File: config.mk
export PLATFORM = sky130hd
export DESIGN_NAME = cfifo_rd_port
export DESIGN_NICKNAME = d
export VERILOG_FILES = /design/src/rtl/cfifo_rd_pkg.sv /design/src/rtl/cfifo_chan_ctrl.sv /design/src/rtl/cfifo_store.sv /design/src/rtl/cfifo_xfer_seq.sv /design/src/rtl/cfifo_rd_port.sv
export SDC_FILE = /design/constraint.sdc
export NUM_CORES = 2
export LEC_CHECK = 0
export ABC_AREA = 1
export BUFFER_PORTS_ARGS = -buffer_cell sky130_fd_sc_hd__clkbuf_2
export CORE_ASPECT_RATIO = 0.5
export CORE_MARGIN = 2
export CORE_UTILIZATION = 60
export CTS_BUF_LIST = sky130_fd_sc_hd__clkbuf_8
export CTS_CLUSTER_DIAMETER = 40
export DETAILED_ROUTE_END_ITERATION = 8
export PLACE_DENSITY = 0.77
export SLEW_MARGIN = 15
export SYNTH_ARGS = -nofsm -noshare
export SYNTH_HDL_FRONTEND = slang
export SYNTH_HIERARCHICAL = 1
export SYNTH_SLANG_ARGS = --single-unit
File: constraint.sdc
create_clock -name clk -period 7.4 [get_ports clk]
set_clock_uncertainty 0.2 [all_clocks]
set_input_delay 1.11 -clock clk [delete_from_list [all_inputs] [get_ports clk]]
set_output_delay 1.11 -clock clk [all_outputs]
set_load 0.02 [all_outputs]
File: src/rtl/cfifo_rd_pkg.sv
package cfifo_rd_pkg;

    typedef enum logic [1:0] {
        XS_IDLE,
        XS_BURST,
        XS_STATUS
    } xfer_state_t;

    typedef struct packed {
        logic empty;
        logic almost_empty;
        logic half_empty;
    } chan_flags_t;

    function automatic chan_flags_t flags_of(input int unsigned occ, input int unsigned depth);
        chan_flags_t f;
        f.empty        = (occ == 0);
        f.almost_empty = (occ <= 1);
        f.half_empty   = (occ <= depth / 2);
        return f;
    endfunction

    function automatic logic [31:0] pack_status(input chan_flags_t f, input int unsigned occ);
        return {f.empty, f.almost_empty, f.half_empty, 29'(occ)};
    endfunction

endpackage

File: src/rtl/cfifo_chan_ctrl.sv
module cfifo_chan_ctrl #(
    parameter int DEPTH = 8,
    localparam int PW = $clog2(DEPTH),
    localparam int CW = $clog2(DEPTH + 1)
) (
    input  logic          clk,
    input  logic          rst,
    input  logic          push_i,
    input  logic          pop_i,
    output logic [PW-1:0] rptr_o,
    output logic [PW-1:0] wptr_o,
    output logic [CW-1:0] count_o,
    output logic          full_o,
    output logic          empty_o
);
    logic push_ok;

    assign full_o  = (count_o == CW'(DEPTH));
    assign empty_o = (count_o == '0);
    assign push_ok = push_i && !full_o;

    function automatic logic [PW-1:0] bump(input logic [PW-1:0] p);
        return (p == PW'(DEPTH - 1)) ? '0 : p + 1'b1;
    endfunction

    always_ff @(posedge clk) begin
        if (rst) begin
            rptr_o  <= '0;
            wptr_o  <= '0;
            count_o <= '0;
        end else begin
            if (push_ok) wptr_o <= bump(wptr_o);
            if (pop_i)   rptr_o <= bump(rptr_o);
            if (push_ok && !pop_i)      count_o <= count_o + 1'b1;
            else if (pop_i && !push_ok) count_o <= count_o - 1'b1;
        end
    end

    AST_CNT_LIMIT: assert property (@(posedge clk) disable iff (rst)
        count_o <= CW'(DEPTH));
    AST_POP_NONEMPTY: assert property (@(posedge clk) disable iff (rst)
        pop_i |-> (count_o != '0));
    AST_FULL_DROP: assert property (@(posedge clk) disable iff (rst)
        (push_i && !pop_i && count_o == CW'(DEPTH)) |=> (count_o == CW'(DEPTH)));

endmodule

File: src/rtl/cfifo_store.sv
module cfifo_store #(
    parameter int NUM_CH = 4,
    parameter int DEPTH  = 8,
    parameter int DWIDTH = 64,
    localparam int AW = $clog2(NUM_CH * DEPTH)
) (
    input  logic              clk,
    input  logic              we_i,
    input  logic [AW-1:0]     waddr_i,
    input  logic [DWIDTH-1:0] wdata_i,
    input  logic [AW-1:0]     raddr_i,
    output logic [DWIDTH-1:0] rdata_o
);
    logic [DWIDTH-1:0] mem [NUM_CH * DEPTH];

    always_ff @(posedge clk) begin
        if (we_i) mem[waddr_i] <= wdata_i;
    end

    assign rdata_o = mem[raddr_i];

endmodule

File: src/rtl/cfifo_xfer_seq.sv
module cfifo_xfer_seq
    import cfifo_rd_pkg::*;
#(
    parameter int BURST_LEN = 4,
    localparam int LW = $clog2(BURST_LEN + 1)
) (
    input  logic clk,
    input  logic rst,
    input  logic req_i,
    input  logic burst_i,
    input  logic stat_i,
    input  logic chv_i,
    input  logic empty_i,
    output logic pop_o,
    output logic stat_ld_o,
    output logic ack_o,
    output logic err_o
);
    xfer_state_t state_q, state_n;
    logic [LW-1:0] left_q, left_n;
    logic armed_q, start, err_now, single_q;

    always_comb begin
        state_n   = state_q;
        left_n    = left_q;
        pop_o     = 1'b0;
        stat_ld_o = 1'b0;
        err_now   = 1'b0;
        start     = 1'b0;
        case (state_q)
            XS_IDLE: begin
                if (req_i && armed_q && chv_i) begin
                    start = 1'b1;
                    if (stat_i) begin
                        stat_ld_o = 1'b1;
                        state_n   = XS_STATUS;
                    end else if (empty_i) begin
                        err_now = 1'b1;
                    end else begin
                        pop_o = 1'b1;
                        if (burst_i && BURST_LEN > 1) begin
                            state_n = XS_BURST;
                            left_n  = LW'(BURST_LEN - 1);
                        end
                    end
                end
            end
            XS_BURST: begin
                if (empty_i) begin
                    err_now = 1'b1;
                    state_n = XS_IDLE;
                end else begin
                    pop_o  = 1'b1;
                    left_n = left_q - 1'b1;
                    if (left_q == LW'(1)) state_n = XS_IDLE;
                end
            end
            XS_STATUS: begin
                if (req_i) stat_ld_o = 1'b1;
                else       state_n   = XS_IDLE;
            end
            default: state_n = XS_IDLE;
        endcase
    end

    always_ff @(posedge clk) begin
        if (rst) begin
            state_q  <= XS_IDLE;
            left_q   <= '0;
            armed_q  <= 1'b0;
            ack_o    <= 1'b0;
            err_o    <= 1'b0;
            single_q <= 1'b0;
        end else begin
            state_q  <= state_n;
            left_q   <= left_n;
            ack_o    <= pop_o || stat_ld_o;
            err_o    <= err_now;
            single_q <= start && !stat_i && !burst_i;
            if (!req_i)     armed_q <= 1'b1;
            else if (start) armed_q <= 1'b0;
        end
    end

    AST_ACK_ERR_EXCL: assert property (@(posedge clk) disable iff (rst)
        !(ack_o && err_o));
    AST_SINGLE_ONCE: assert property (@(posedge clk) disable iff (rst)
        (ack_o && single_q) |=> !ack_o);
    AST_NO_RETRIGGER: assert property (@(posedge clk) disable iff (rst)
        (state_q == XS_IDLE && !armed_q && req_i) |=> (!ack_o && !err_o));
    AST_BURST_COUNT: assert property (@(posedge clk) disable iff (rst)
        left_q <= LW'(BURST_LEN));
    AST_STAT_HELD: assert property (@(posedge clk) disable iff (rst)
        (state_q == XS_STATUS && req_i) |=> ack_o);

endmodule

File: src/rtl/cfifo_rd_port.sv
module cfifo_rd_port
    import cfifo_rd_pkg::*;
#(
    parameter int NUM_CH    = 4,
    parameter int DEPTH     = 8,
    parameter int DWIDTH    = 64,
    parameter int BURST_LEN = 4,
    localparam int CHW = (NUM_CH > 1) ? $clog2(NUM_CH) : 1,
    localparam int PW  = $clog2(DEPTH),
    localparam int CW  = $clog2(DEPTH + 1),
    localparam int AW  = $clog2(NUM_CH * DEPTH)
) (
    input  logic              clk,
    input  logic              rst,
    input  logic [CHW-1:0]    ch_sel_i,
    output logic              ch_valid_o,
    input  logic              req_i,
    input  logic              burst_i,
    input  logic              stat_i,
    output logic              ack_o,
    output logic              err_ack_o,
    output logic [DWIDTH-1:0] rdata_o,
    input  logic              wr_en_i,
    input  logic [CHW-1:0]    wr_ch_i,
    input  logic [DWIDTH-1:0] wr_data_i
);
    logic [CHW-1:0]    ch_q;
    logic [PW-1:0]     rptr  [NUM_CH];
    logic [PW-1:0]     wptr  [NUM_CH];
    logic [CW-1:0]     cnt   [NUM_CH];
    logic [NUM_CH-1:0] full, empty;
    logic              seq_pop, stat_ld;
    logic [DWIDTH-1:0] mem_rdata, stat_word;
    logic [AW-1:0]     waddr, raddr;
    chan_flags_t       sel_flags;

    function automatic logic [AW-1:0] addr_of(input logic [CHW-1:0] ch, input logic [PW-1:0] p);
        return AW'(ch) * AW'(DEPTH) + AW'(p);
    endfunction

    always_ff @(posedge clk) begin
        if (rst) ch_q <= '0;
        else     ch_q <= ch_sel_i;
    end
    assign ch_valid_o = (ch_q == ch_sel_i);

    for (genvar g = 0; g < NUM_CH; g++) begin : g_chan
        cfifo_chan_ctrl #(.DEPTH(DEPTH)) chan_i (
            .clk     (clk),
            .rst     (rst),
            .push_i  (wr_en_i && (wr_ch_i == CHW'(g))),
            .pop_i   (seq_pop && (ch_q == CHW'(g))),
            .rptr_o  (rptr[g]),
            .wptr_o  (wptr[g]),
            .count_o (cnt[g]),
            .full_o  (full[g]),
            .empty_o (empty[g])
        );
    end

    assign waddr = addr_of(wr_ch_i, wptr[wr_ch_i]);
    assign raddr = addr_of(ch_q, rptr[ch_q]);

    cfifo_store #(.NUM_CH(NUM_CH), .DEPTH(DEPTH), .DWIDTH(DWIDTH)) store_i (
        .clk     (clk),
        .we_i    (wr_en_i && !full[wr_ch_i]),
        .waddr_i (waddr),
        .wdata_i (wr_data_i),
        .raddr_i (raddr),
        .rdata_o (mem_rdata)
    );

    cfifo_xfer_seq #(.BURST_LEN(BURST_LEN)) seq_i (
        .clk       (clk),
        .rst       (rst),
        .req_i     (req_i),
        .burst_i   (burst_i),
        .stat_i    (stat_i),
        .chv_i     (ch_valid_o),
        .empty_i   (empty[ch_q]),
        .pop_o     (seq_pop),
        .stat_ld_o (stat_ld),
        .ack_o     (ack_o),
        .err_o     (err_ack_o)
    );

    always_comb begin
        sel_flags = flags_of(int'(cnt[ch_q]), DEPTH);
        stat_word = '0;
        stat_word[DWIDTH-1 -: 32] = pack_status(sel_flags, int'(cnt[ch_q]));
    end

    always_ff @(posedge clk) begin
        if (rst)          rdata_o <= '0;
        else if (seq_pop) rdata_o <= mem_rdata;
        else if (stat_ld) rdata_o <= stat_word;
    end

    AST_CHV_DROP: assert property (@(posedge clk) disable iff (rst)
        (ch_sel_i != $past(ch_sel_i)) |-> !ch_valid_o);
    AST_RDATA_HOLD: assert property (@(posedge clk) disable iff (rst)
        (!ack_o && !$past(rst)) |-> $stable(rdata_o));

endmodule

==> flow_metrics.env <==
export IMPL_pwr_share_comb_pct=4.8
export IMPL_drt_iter0_markers=9211
export IMPL_hpwl_mm=117.2
export IMPL_required_ps=8080
export IMPL_grt_start_max_net_pins=214
export IMPL_cp_max_fo=200
export IMPL_dieArea_um2=148600
export IMPL_clk_latency_ps=1020
export IMPL_tightest_slew_ps=1219
export IMPL_ctsHoldBuffers=0
export IMPL_route_detailed_drc=0
export IMPL_dr_pass1_iters=6
export IMPL_syn_to_final_growth_pct=9.079
export IMPL_pwr_share_clk_pct=37.3
export IMPL_async_flop_share_pct=0
export IMPL_cts_setup_buffers=0
export IMPL_slew_headroom_pct=18.53
export IMPL_fin_nets=7659
export IMPL_cts_sinks=2162
export IMPL_ys_ff_latch=2162
export IMPL_worst_setup_path_start_kind="flop"
export IMPL_routed_wl_mm=235.6
export IMPL_yosys_top_cells_area="edfxtp_1 71%, nand2_1 11%, nand3_1 11%, dfxtp_1 2.6%, buf_2 1.7%"
export IMPL_gp_congestion=0.8624
export IMPL_worstPathArrival_ps=5760
export IMPL_cts_buffers=308
export IMPL_clock_path_buffers=4
export IMPL_htree_levels=5
export IMPL_placed_area_um2=89580
export IMPL_drive_above_1_share_pct=8.664
export IMPL_num_vias=60270
export IMPL_track_usage_pct=31.31
export IMPL_die_y_um=273.6
export IMPL_fillers=10120
export IMPL_swShare_pct=22.71
export IMPL_setup_viol=0
export IMPL_cts_resized=0
export IMPL_rsz0062_at_grt="no"
export IMPL_synth_flop_cell="edfxtp_1"
export IMPL_worst_path_buf_inv=3
export IMPL_finalPower_mw=23.44
export IMPL_via_per_inst=6.196
export IMPL_cts_tree="yes"
export IMPL_post_route_period_util_pct=68.65
export IMPL_core_area_um2=143600
export IMPL_ioPinCount=141
export IMPL_p_sw_mw=5.323
export IMPL_outcome="finished clean"
export IMPL_fp_row_count=98
export IMPL_seq_area_frac_synth_pct=73.12
export IMPL_fin_cells=9727
export IMPL_ant_nets=0
export IMPL_slowest_stage="dfxtp_4"
export IMPL_syn_inst=7466
export IMPL_p_leak_nw=34.31
export IMPL_clk_pin_slew_worst_paths_ps=70
export IMPL_setup_tns_final_ps=0
export IMPL_syn_num_nets=7574
export IMPL_hold_viol=0
export IMPL_place_inst=9191
export IMPL_p_int_mw=18.11
export IMPL_overflow=0
export IMPL_pwr_share_seq_pct=57.9
export IMPL_initial_core_util_pct=60.75
export IMPL_hp_class="in2reg"
export IMPL_grt_pass1_wl_mm=347.3
export IMPL_routedWlPerCell_um=24.22
export IMPL_max_cap_violations=0
export IMPL_crit_path_frequent_cell="nand3_1"
export IMPL_min_period_ps=5080
export IMPL_path_delay_family="simple AND/OR/NAND/NOR gates"
export IMPL_yosysUniqueCellTypes=37
export IMPL_ys_warn_count=6
export IMPL_design_area_um2=95140
export IMPL_cp_end_kind="flop"
export IMPL_powerDensity_nw_per_um2=246.3
export IMPL_synthesis_area_um2=87220
export IMPL_synth_top_area_share_pct=70.51
export IMPL_synth_most_common_cell="nand2_1"
export IMPL_synth_edff_count=2048
export IMPL_first_global_vias=56480
export IMPL_ys_top_cells_by_count="2599 x nand2_1, 2048 x edfxtp_1, 1832 x nand3_1, 290 x buf_2, 114 x dfxtp_1"
export IMPL_cts_root_buf="clkbuf_8"
export IMPL_antenna_found_initial=16
export IMPL_vdd_drop_max_v=0.0002157
export IMPL_path_class="reg2reg"
export IMPL_path_cells="inv_2 -> nor2_2 -> a22oi_1 -> nand2_4 -> buf_12 -> buf_12 -> nand2_1 -> nand3_1 -> nand3_1 -> nand3_1 -> nand3_1 -> nand2_1 -> nand2_1 -> a21oi_1"
export IMPL_final_max_slew_viol_count=0
export IMPL_fp_dieW_um=543.2
export IMPL_syn_avg_cell_area_um2=11.68
export IMPL_synth_largest_area_cell="edfxtp_1"
export IMPL_slowest_delay_ps=800
export IMPL_portBuffers=140
export IMPL_max_freq_mhz=196.8
-- cell usage in the layout, fill, tap and decap left out, drive strengths merged, types with 4 or more instances in the layout --
cell	count
dfxtp	114
or2	5
a22oi	12
nand3	1837
xor2	5
nand2	2605
diode	9
nor4	4
buf	98
ha	30
inv	200
clkinv	68
clkinvlp	6
bufinv	6
nor2	115
a21oi	87
clkbuf	472
fa	4
o21ai	32
edfxtp	2048
nor3	5
a211oi	4
-- layout make-up --
cell class / count / area, um^2 / share of cell area [%]
tap: 1950 / 2440 / 2.564
sequential: 2162 / 63790 / 67.04
clock buffer: 333 / 4583 / 4.817
antenna: 9 / 22.52 / 0.02367
inverter: 86 / 361.6 / 0.3801
multi-input combinational: 4756 / 21120 / 22.20
clock inverter: 194 / 955.9 / 1.005
timing repair buffer: 237 / 1869 / 1.965
-- path summary, 6_finish.rpt --
check | from | to | slack, ps | cells past startpoint
worst min register to register | rdata_o[3] | rdata_o[3] | 260 | 2
worst min-delay path | ch_sel_i[1] | ch_q[1] | 150 | 3
worst max-delay path | ch_q[0] | rdata_o[30] | 2320 | 14
worst max register to register | ch_q[0] | rdata_o[30] | 2320 | 14
-- through the flow --
| stage | hold WS [ps] | setup WS (ps) | util [%] |
|---|---|---|---|
| finish | 154.0 | 2320 | 66.26 |
| detailed placement | 254.1 | 2320 | 62.39 |
| global route | 129.1 | 2039 | 66.26 |
| CTS | 91.32 | 2509 | 66.25 |
| global placement | 249.5 | 2387 | 62.39 |
| floorplan | 250.7 | 1977 | - |
-- flip-flops by register name, indices dropped and copies added (netlist names) --
signal	flops
store_i/mem	2048
rdata_o	64
g_chan.chan_i/count_o	16
g_chan.chan_i/rptr_o	12
g_chan.chan_i/wptr_o	12
seq_i/left_q	3
ch_q	2
seq_i/state_q	2
seq_i/ack_o	1
seq_i/armed_q	1
seq_i/err_o	1
-- worst reg2reg max path, cell delays in order, from the launching register on --
cell	delay, ps
dfxtp_4	800
inv_2	240
nor2_2	240
a22oi_1	140
nand2_4	670
buf_12	560
buf_12	660
nand2_1	470
nand3_1	140
nand3_1	90
nand3_1	120
nand3_1	140
nand2_1	250
nand2_1	100
a21oi_1	180
-- routing by layer --
| layer | vias up | track usage (%) | part of all wire [%] |
|---|---|---|---|
| li1 | 26440 | - | - |
| met1 | 28880 | 44.75 | 38 |
| met2 | 4380 | 47.99 | 45 |
| met3 | 568 | 5.909 | 13 |
| met4 | 6 | 12.59 | 3.6 |
| met5 | - | 0 | 0.019 |
-- cell families (layout without fill, tap and decap cells) --
family	count (synthesis)	count (layout)	share of synthesized area, %
AND/OR/NAND/NOR	4575	4575	22.45
AO/OA/AOI/OAI	142	142	0.8851
flip-flops	2162	2162	73.12
buffers and inverters	548	850	2.971
other	0	9	0
XOR/XNOR	5	5	0.05020
adder cells (fa/ha/maj)	34	34	0.5221
-- power groups by stage --
stage / clock (mW) / combinational [mW] / sequential, mW
5_1_grt: 9.28 / 1.22 / 13.6
6_report: 8.74 / 1.13 / 13.6
2_1_floorplan: 0 / 0.616 / 13.8
3_3_place_gp: 0 / 1.08 / 13.8
3_5_place_dp: 0 / 1.10 / 13.8
4_1_cts: 8.79 / 1.11 / 13.6
Note: power is estimated with default switching activity, not from simulation.
